**src/rtl/vcore_pkg.sv**
```systemverilog
package vcore_pkg;

    localparam int VCORE_CODE_W = 12;

    // top-level sequencing
    typedef enum logic [1:0] {
        CTL_IDLE,
        CTL_ISSUE,
        CTL_WAIT
    } ctl_state_e;

    // serial line phases
    typedef enum logic [2:0] {
        PH_IDLE,
        PH_SETUP,
        PH_HIGH,
        PH_LOW,
        PH_GAP,
        PH_LOAD
    } ser_phase_e;

    typedef struct packed {
        logic [VCORE_CODE_W-1:0] code;
        logic                    forced;
    } frame_req_t;

endpackage

```
**src/rtl/vcore_band_select.sv**
```systemverilog
module vcore_band_select #(
    parameter int                 FREQ_W    = 20,
    parameter int                 CODE_W    = 12,
    parameter int unsigned        LOW_KHZ   = 200000,
    parameter int unsigned        HIGH_KHZ  = 300000,
    parameter logic [CODE_W-1:0]  CODE_SLOW = 12'hFFF,
    parameter logic [CODE_W-1:0]  CODE_MID  = 12'hDE5,
    parameter logic [CODE_W-1:0]  CODE_FAST = 12'h325
) (
    input  logic [FREQ_W-1:0] freq_khz_i,
    output logic [CODE_W-1:0] code_o
);
    logic [31:0] freq_ext;

    assign freq_ext = 32'(freq_khz_i);

    always_comb begin
        if (freq_ext < LOW_KHZ)
            code_o = CODE_SLOW;
        else if (freq_ext < HIGH_KHZ)
            code_o = CODE_MID;
        else
            code_o = CODE_FAST;
    end
endmodule

```
**src/rtl/vcore_step_planner.sv**
```systemverilog
module vcore_step_planner #(
    parameter int                CODE_W = 12,
    parameter logic [CODE_W-1:0] STEP   = 12'h100
) (
    input  logic [CODE_W-1:0] cur_i,
    input  logic [CODE_W-1:0] tgt_i,
    input  logic              force_i,
    output logic [CODE_W-1:0] next_o
);
    localparam int EXT_W = CODE_W + 2;

    logic [EXT_W-1:0] cur_x, tgt_x, step_x;

    assign cur_x  = {2'b00, cur_i};
    assign tgt_x  = {2'b00, tgt_i};
    assign step_x = {2'b00, STEP};

    always_comb begin
        if (force_i)
            next_o = tgt_i;
        else if (cur_x + step_x < tgt_x)
            next_o = cur_i + STEP;
        else if (cur_x > tgt_x + step_x)
            next_o = cur_i - STEP;
        else
            next_o = tgt_i;
    end
endmodule

```
**src/rtl/vcore_frame_shifter.sv**
```systemverilog
module vcore_frame_shifter
    import vcore_pkg::*;
#(
    parameter int CODE_W    = 12,
    parameter int PHASE_CYC = 100
) (
    input  logic              clk,
    input  logic              rst,
    input  logic              start_i,
    input  logic [CODE_W-1:0] word_i,
    output logic              idle_o,
    output logic              done_o,
    output logic              ser_data_o,
    output logic              ser_clk_o,
    output logic              ser_load_o
);
    localparam int CNT_W = (PHASE_CYC > 1) ? $clog2(PHASE_CYC) : 1;
    localparam int BIT_W = $clog2(CODE_W);
    localparam logic [CNT_W-1:0] CNT_RELOAD = CNT_W'(PHASE_CYC - 1);
    localparam logic [BIT_W-1:0] LAST_BIT   = BIT_W'(CODE_W - 1);

    ser_phase_e        phase_q;
    logic [CNT_W-1:0]  cnt_q;
    logic [BIT_W-1:0]  bits_left_q;
    logic [CODE_W-1:0] shreg_q;
    logic              phase_end;

    assign phase_end = (cnt_q == '0);

    always_ff @(posedge clk) begin
        if (rst) begin
            phase_q     <= PH_IDLE;
            cnt_q       <= '0;
            bits_left_q <= '0;
            shreg_q     <= '0;
        end else if (phase_q == PH_IDLE) begin
            if (start_i) begin
                phase_q     <= PH_SETUP;
                cnt_q       <= CNT_RELOAD;
                bits_left_q <= LAST_BIT;
                shreg_q     <= word_i;
            end
        end else if (!phase_end) begin
            cnt_q <= cnt_q - 1'b1;
        end else begin
            cnt_q <= CNT_RELOAD;
            unique case (phase_q)
                PH_SETUP: phase_q <= PH_HIGH;
                PH_HIGH:  phase_q <= PH_LOW;
                PH_LOW: begin
                    if (bits_left_q == '0) begin
                        phase_q <= PH_GAP;
                    end else begin
                        phase_q     <= PH_SETUP;
                        bits_left_q <= bits_left_q - 1'b1;
                        shreg_q     <= {shreg_q[CODE_W-2:0], 1'b0};
                    end
                end
                PH_GAP:  phase_q <= PH_LOAD;
                PH_LOAD: phase_q <= PH_IDLE;
                default: phase_q <= PH_IDLE;
            endcase
        end
    end

    assign idle_o     = (phase_q == PH_IDLE);
    assign done_o     = (phase_q == PH_LOAD) && phase_end;
    assign ser_clk_o  = (phase_q == PH_HIGH);
    assign ser_load_o = (phase_q == PH_LOAD);
    assign ser_data_o = ((phase_q == PH_SETUP) || (phase_q == PH_HIGH) ||
                         (phase_q == PH_LOW)) ? shreg_q[CODE_W-1] : 1'b0;
endmodule

```
**src/rtl/vcore_step_loader.sv**
```systemverilog
module vcore_step_loader
    import vcore_pkg::*;
#(
    parameter int                       FREQ_W     = 20,
    parameter int                       PHASE_CYC  = 100,
    parameter int unsigned              LOW_KHZ    = 200000,
    parameter int unsigned              HIGH_KHZ   = 300000,
    parameter logic [VCORE_CODE_W-1:0]  CODE_SLOW  = 12'hFFF,
    parameter logic [VCORE_CODE_W-1:0]  CODE_MID   = 12'hDE5,
    parameter logic [VCORE_CODE_W-1:0]  CODE_FAST  = 12'h325,
    parameter logic [VCORE_CODE_W-1:0]  STEP       = 12'h100,
    parameter logic [VCORE_CODE_W-1:0]  RESET_CODE = 12'hFFF
) (
    input  logic                    clk,
    input  logic                    rst,
    input  logic                    start_i,
    input  logic                    force_i,
    input  logic [FREQ_W-1:0]       freq_khz_i,
    output logic                    busy_o,
    output logic [VCORE_CODE_W-1:0] code_o,
    output logic                    ser_data_o,
    output logic                    ser_clk_o,
    output logic                    ser_load_o
);
    localparam int CODE_W = VCORE_CODE_W;

    ctl_state_e        state_q;
    logic [CODE_W-1:0] cur_q;
    logic [CODE_W-1:0] target_q;
    logic              force_q;
    frame_req_t        inflight_q;
    logic [CODE_W-1:0] band_code;
    logic [CODE_W-1:0] next_code;
    logic              sh_idle, sh_done, sh_start;
    logic              accept;

    vcore_band_select #(
        .FREQ_W(FREQ_W), .CODE_W(CODE_W),
        .LOW_KHZ(LOW_KHZ), .HIGH_KHZ(HIGH_KHZ),
        .CODE_SLOW(CODE_SLOW), .CODE_MID(CODE_MID), .CODE_FAST(CODE_FAST)
    ) u_band (
        .freq_khz_i (freq_khz_i),
        .code_o     (band_code)
    );

    vcore_step_planner #(.CODE_W(CODE_W), .STEP(STEP)) u_plan (
        .cur_i   (cur_q),
        .tgt_i   (target_q),
        .force_i (force_q),
        .next_o  (next_code)
    );

    vcore_frame_shifter #(.CODE_W(CODE_W), .PHASE_CYC(PHASE_CYC)) u_shift (
        .clk        (clk),
        .rst        (rst),
        .start_i    (sh_start),
        .word_i     (next_code),
        .idle_o     (sh_idle),
        .done_o     (sh_done),
        .ser_data_o (ser_data_o),
        .ser_clk_o  (ser_clk_o),
        .ser_load_o (ser_load_o)
    );

    assign accept   = start_i && (state_q == CTL_IDLE);
    assign sh_start = (state_q == CTL_ISSUE) && sh_idle;

    always_ff @(posedge clk) begin
        if (rst) begin
            state_q    <= CTL_IDLE;
            cur_q      <= RESET_CODE;
            target_q   <= RESET_CODE;
            force_q    <= 1'b0;
            inflight_q <= '0;
        end else begin
            unique case (state_q)
                CTL_IDLE: begin
                    if (accept) begin
                        target_q <= band_code;
                        force_q  <= force_i;
                        state_q  <= CTL_ISSUE;
                    end
                end
                CTL_ISSUE: begin
                    if (sh_start) begin
                        inflight_q.code   <= next_code;
                        inflight_q.forced <= force_q;
                        force_q           <= 1'b0;
                        state_q           <= CTL_WAIT;
                    end
                end
                CTL_WAIT: begin
                    if (sh_done) begin
                        cur_q   <= inflight_q.code;
                        state_q <= (inflight_q.code == target_q) ? CTL_IDLE : CTL_ISSUE;
                    end
                end
                default: state_q <= CTL_IDLE;
            endcase
        end
    end

    assign busy_o = (state_q != CTL_IDLE);
    assign code_o = cur_q;
endmodule

```
**config.mk**
```make
export PLATFORM = sky130hd
export DESIGN_NAME = vcore_step_loader
export DESIGN_NICKNAME = d
export VERILOG_FILES = /design/src/rtl/vcore_pkg.sv /design/src/rtl/vcore_band_select.sv /design/src/rtl/vcore_step_planner.sv /design/src/rtl/vcore_frame_shifter.sv /design/src/rtl/vcore_step_loader.sv
export SDC_FILE = /design/constraint.sdc
export NUM_CORES = 1
export LEC_CHECK = 0
export BUFFER_PORTS_ARGS = -buffer_cell sky130_fd_sc_hd__clkbuf_2
export CORE_ASPECT_RATIO = 0.8
export CORE_MARGIN = 3
export CORE_UTILIZATION = 35
export CTS_BUF_LIST = sky130_fd_sc_hd__clkbuf_8
export CTS_CLUSTER_SIZE = 20
export DETAILED_ROUTE_END_ITERATION = 16
export GPL_ROUTABILITY_DRIVEN = 0
export SYNTH_ARGS = -nofsm -noshare
export SYNTH_HDL_FRONTEND = slang
export SYNTH_SLANG_ARGS = --single-unit
```
**constraint.sdc**
```tcl
create_clock -name clk -period 5.5 [get_ports clk]
set_input_delay 0.275 -clock clk [delete_from_list [all_inputs] [get_ports clk]]
set_output_delay 0.275 -clock clk [all_outputs]
set_load 0.02 [all_outputs]
```
==> impl_results.md <==
* RR Endpoint: u_shift.shreg_q[10]$_SDFFE_PP0P_
* Pwr Density at 377.9 mW/mm2
* Vias in the first global route at 2742
* Status: completed
* Port-buffer cells at 34
* Vias per cell at 5.544
* Clock sinks at 56
* Worst r2r path cells at 9
* Setup TNS Final at 0 ns
* Global-route wire length before repair at 13.28 mm
* Synth Register Bits at 56
* DP Wirelength at 5.837 mm
* Worst Path Required at 5.72 ns
* Max Fanout on Critical Path at 9
* Worst setup SP type: flop
* Share of cells above drive strength 1 at 13.09%
* Largest net degree at the start of global routing at 36
* WL final at 7.937 mm
* Synthesized area per cell at 8.255 um2
* Hold buffer count at CTS at 0
* Synth Instances at 380
* Unrepaired setup endpoints after global routing: no
* M1 WL at 4.066 mm
* FMAX at 0.3262 GHz
* Initial DRC count at 227
* P_leak at 1.396 nW
* Max-cap violations at 0
* Area grow syn2layout at 10.65%
* Highest Signal Layer: met4
* Antenna Violating Nets Remaining at 0
* Slowest CP cell: o311a_1
* Critical Path Max Stage Delay at 0.48 ns
* CP Buf/Inv Count at 1
* # H-tree levels at 2
* WL per Instance at 15.35 um
* End of the critical path: u_shift.shreg_q[10]$_SDFFE_PP0P_
* Proportion of power drawn by the clock network at 18.6%
* Antenna violations before repair at 0
* Clock Pin Slew Worst Setup and Hold Paths at 0.10 ns
* Post-Place Cells at 510
* Routed wl met2 at 3.358 mm
* Synthesized Nets at 423
* Final Setup Violations at 0
* I/O pin count at 40
* YS warnings at 0
* Crit path time final at 3.065 ns
* CTS Buffer Depth at 2
* Worst reg-to-reg setup slack at 2.43 ns
* Final max-slew violation count at 0
* Reg power frac at 43.5%
* Post-synthesis cell type count at 58
* Final hold vios at 0
* Gr usage total at 15.81%
* Hold slack at 0.1841 ns
* Layout Skew at 0.004560 ns
* Main flop type after synthesis: dfxtp_1
* Initial Util at 36.49%
* Core box area at 0.008596 mm2
* Total power at 1.312 mW
* Clock buffer count from CTS at 5
* Slew @ Worst Pin at 0.7433 ns
* Worst Hold Class: in -> reg
* Metal3 WL at 457 um
* Pint at 797.5 uW
* Critical Path Start: target_q[9]$_SDFFE_PP1P_
* N_diodes at 0
* Worst-Skew Late Latency at 0.31 ns
* Die height at 90.68 um
* Clk root buf: clkbuf_8
* Number of cells on the critical path at 9
* Final period utilization at 55.73%
* Total number of vias at 2866
* WP data arrival at 3.29 ns
* Post-synth EDFFs at 0
* Crit path capture type: flop
* Crit Path Category: reg -> reg
* VDD IR-drop max at 0.1681 mV
* Layout Cells excl Fill at 517
* Worst Hold Launch: force_i
* Post-CTS Setup Inserts at 0
* DIE WIDTH at 111.8 um
* Sw Ratio at 39.19%
* CTS tree: yes
* 1st-pass router iterations at 4
* Syn Std Cell Area at 0.003137 mm2
* Sequential area share after synthesis at 35.74%
* Area of the die at 0.01014 mm2
* Post-layout net count at 448
* Gate power share at 37.9%
* Total grt overflow at 0
* Ys async rst share at 0%
* P_sw at 514.0 uW
* Worst reg2reg path startpoint: target_q[9]$_SDFFE_PP1P_
* Max transition margin at 50.45%
* Resized Gates After CTS at 0
* Drc violations at 0
* Critical-path cell list: inv_1, ha_1, ha_1, nor2b_1, o211a_1, or2_1, o211a_1, o311a_1, a221oi_2
* Rows at 30
* Cell family with most CP delay: compound AO/OA/AOI/OAI gates
sequential cells by signal, indices dropped and copies added (netlist names):
signal and cells:
code_o 12, inflight_q 12, u_shift.shreg_q 12, u_shift.cnt_q 7
u_shift.bits_left_q 4, target_q 3, u_shift.phase_q 3, state_q 2
force_q 1
worst min path at each step:
| stage | to | slack [ns] | cells past startpoint |
|---|---|---|---|
| 6_report | force_q$_SDFFE_PP0P_ | 0.18 | 3 |
| 5_1_grt | force_q$_SDFFE_PP0P_ | 0.23 | 3 |
| 4_1_cts | force_q$_SDFFE_PP0P_ | 0.18 | 3 |
| 3_5_place_dp | u_shift.shreg_q[10]$_SDFFE_PP0P_ | 0.46 | 2 |
| 3_3_place_gp | u_shift.shreg_q[10]$_SDFFE_PP0P_ | 0.45 | 2 |
| 2_1_floorplan | force_q$_SDFFE_PP0P_ | 0.41 | 2 |
logic make-up (layout without fill, tap and decap cells):
kind of cell / Yosys count / count (layout) / synth area share [%]
simple gates: 139 / 139 / 21.98
compound gates: 110 / 110 / 23.53
flops: 56 / 56 / 35.74
buf+inv: 38 / 63 / 5.465
fa+ha+maj: 19 / 19 / 7.818
mux: 11 / 11 / 3.510
xor+xnor: 7 / 7 / 1.955
power groups by stage:
stage,registers [mW],clock network [mW],logic (mW)
finish,0.571,0.244,0.497
detailed placement,0.579,0,0.491
global route,0.583,0.264,0.562
floorplan,0.553,0,0.398
CTS,0.569,0.249,0.495
global placement,0.576,0,0.481
stage by stage:
stage	worst slack [ns]	cell area, um2	utilization (%)
floorplan	2.755	3137	-
global route	2.217	3471	40.38
global placement	2.504	3374	39.26
finish	2.435	3471	40.38
CTS	2.434	3471	40.38
detailed placement	2.459	3374	39.26
cell type report:
| type | count | area (um2) |
|---|---|---|
| Fill cell | 916 | 5125 |
| Multi-Input combinational cell | 286 | 1849 |
| Sequential cell | 56 | 1121 |
| Timing Repair Buffer | 37 | 192.7 |
| Tap cell | 112 | 140.1 |
| Clock buffer | 7 | 96.34 |
| Inverter | 19 | 71.32 |
synthesized netlist by cell type (3+ instances only):
cell	instances	share of area [%]
nor3b_1	4	0.96
o211ai_1	12	2.9
and2_1	3	0.60
and3_1	3	0.60
xnor2_1	3	0.84
a211oi_1	6	1.4
ha_1	18	7.2
nand3_1	8	1.3
clkbuf_1	11	1.3
o21ai_0	20	3.2
inv_1	19	2.3
xor2_1	4	1.1
a21oi_1	28	4.5
nor2b_1	5	1.0
or3_1	9	1.8
o21ai_1	3	0.48
nor3_1	15	2.4
buf_6	3	1.1
dfxtp_1	56	36
mux2i_1	11	3.5
nand2b_1	3	0.60
a311oi_1	7	2.0
a31oi_1	7	1.4
a211o_1	3	0.84
nand2_1	37	4.4
buf_2	4	0.64
nand4_1	6	1.2
nor2_1	34	4.1
cells in the final DEF (no fill, tap or decap), types with 5 or more instances in the layout:
master and n:
or3_1 9, nor2_1 34, nor2b_1 5, nand4_1 6, mux2i_1 11, a311oi_1 7, nand2_1 37, o21ai_0 20
dfxtp_1 56, inv_1 19, a211oi_1 6, a21oi_1 28, clkbuf_2 34, a31oi_1 7, ha_1 18, nand3_1 8
clkbuf_8 7, o211ai_1 12, nor3_1 15
tightest hold or removal path, stage by stage:
cell and delay [ns]:
clkbuf_2 0.08, nand2_1 0.05, a21oi_1 0.05
metal layers:
metal | vias to the layer above | track usage [%]
met5 | - | 0
met4 | 0 | 3.040
met3 | 5 | 3.148
met2 | 64 | 23.60
met1 | 1350 | 23.58
li1 | 1447 | -
No activity file was read; power rests on OpenSTA's default activity.
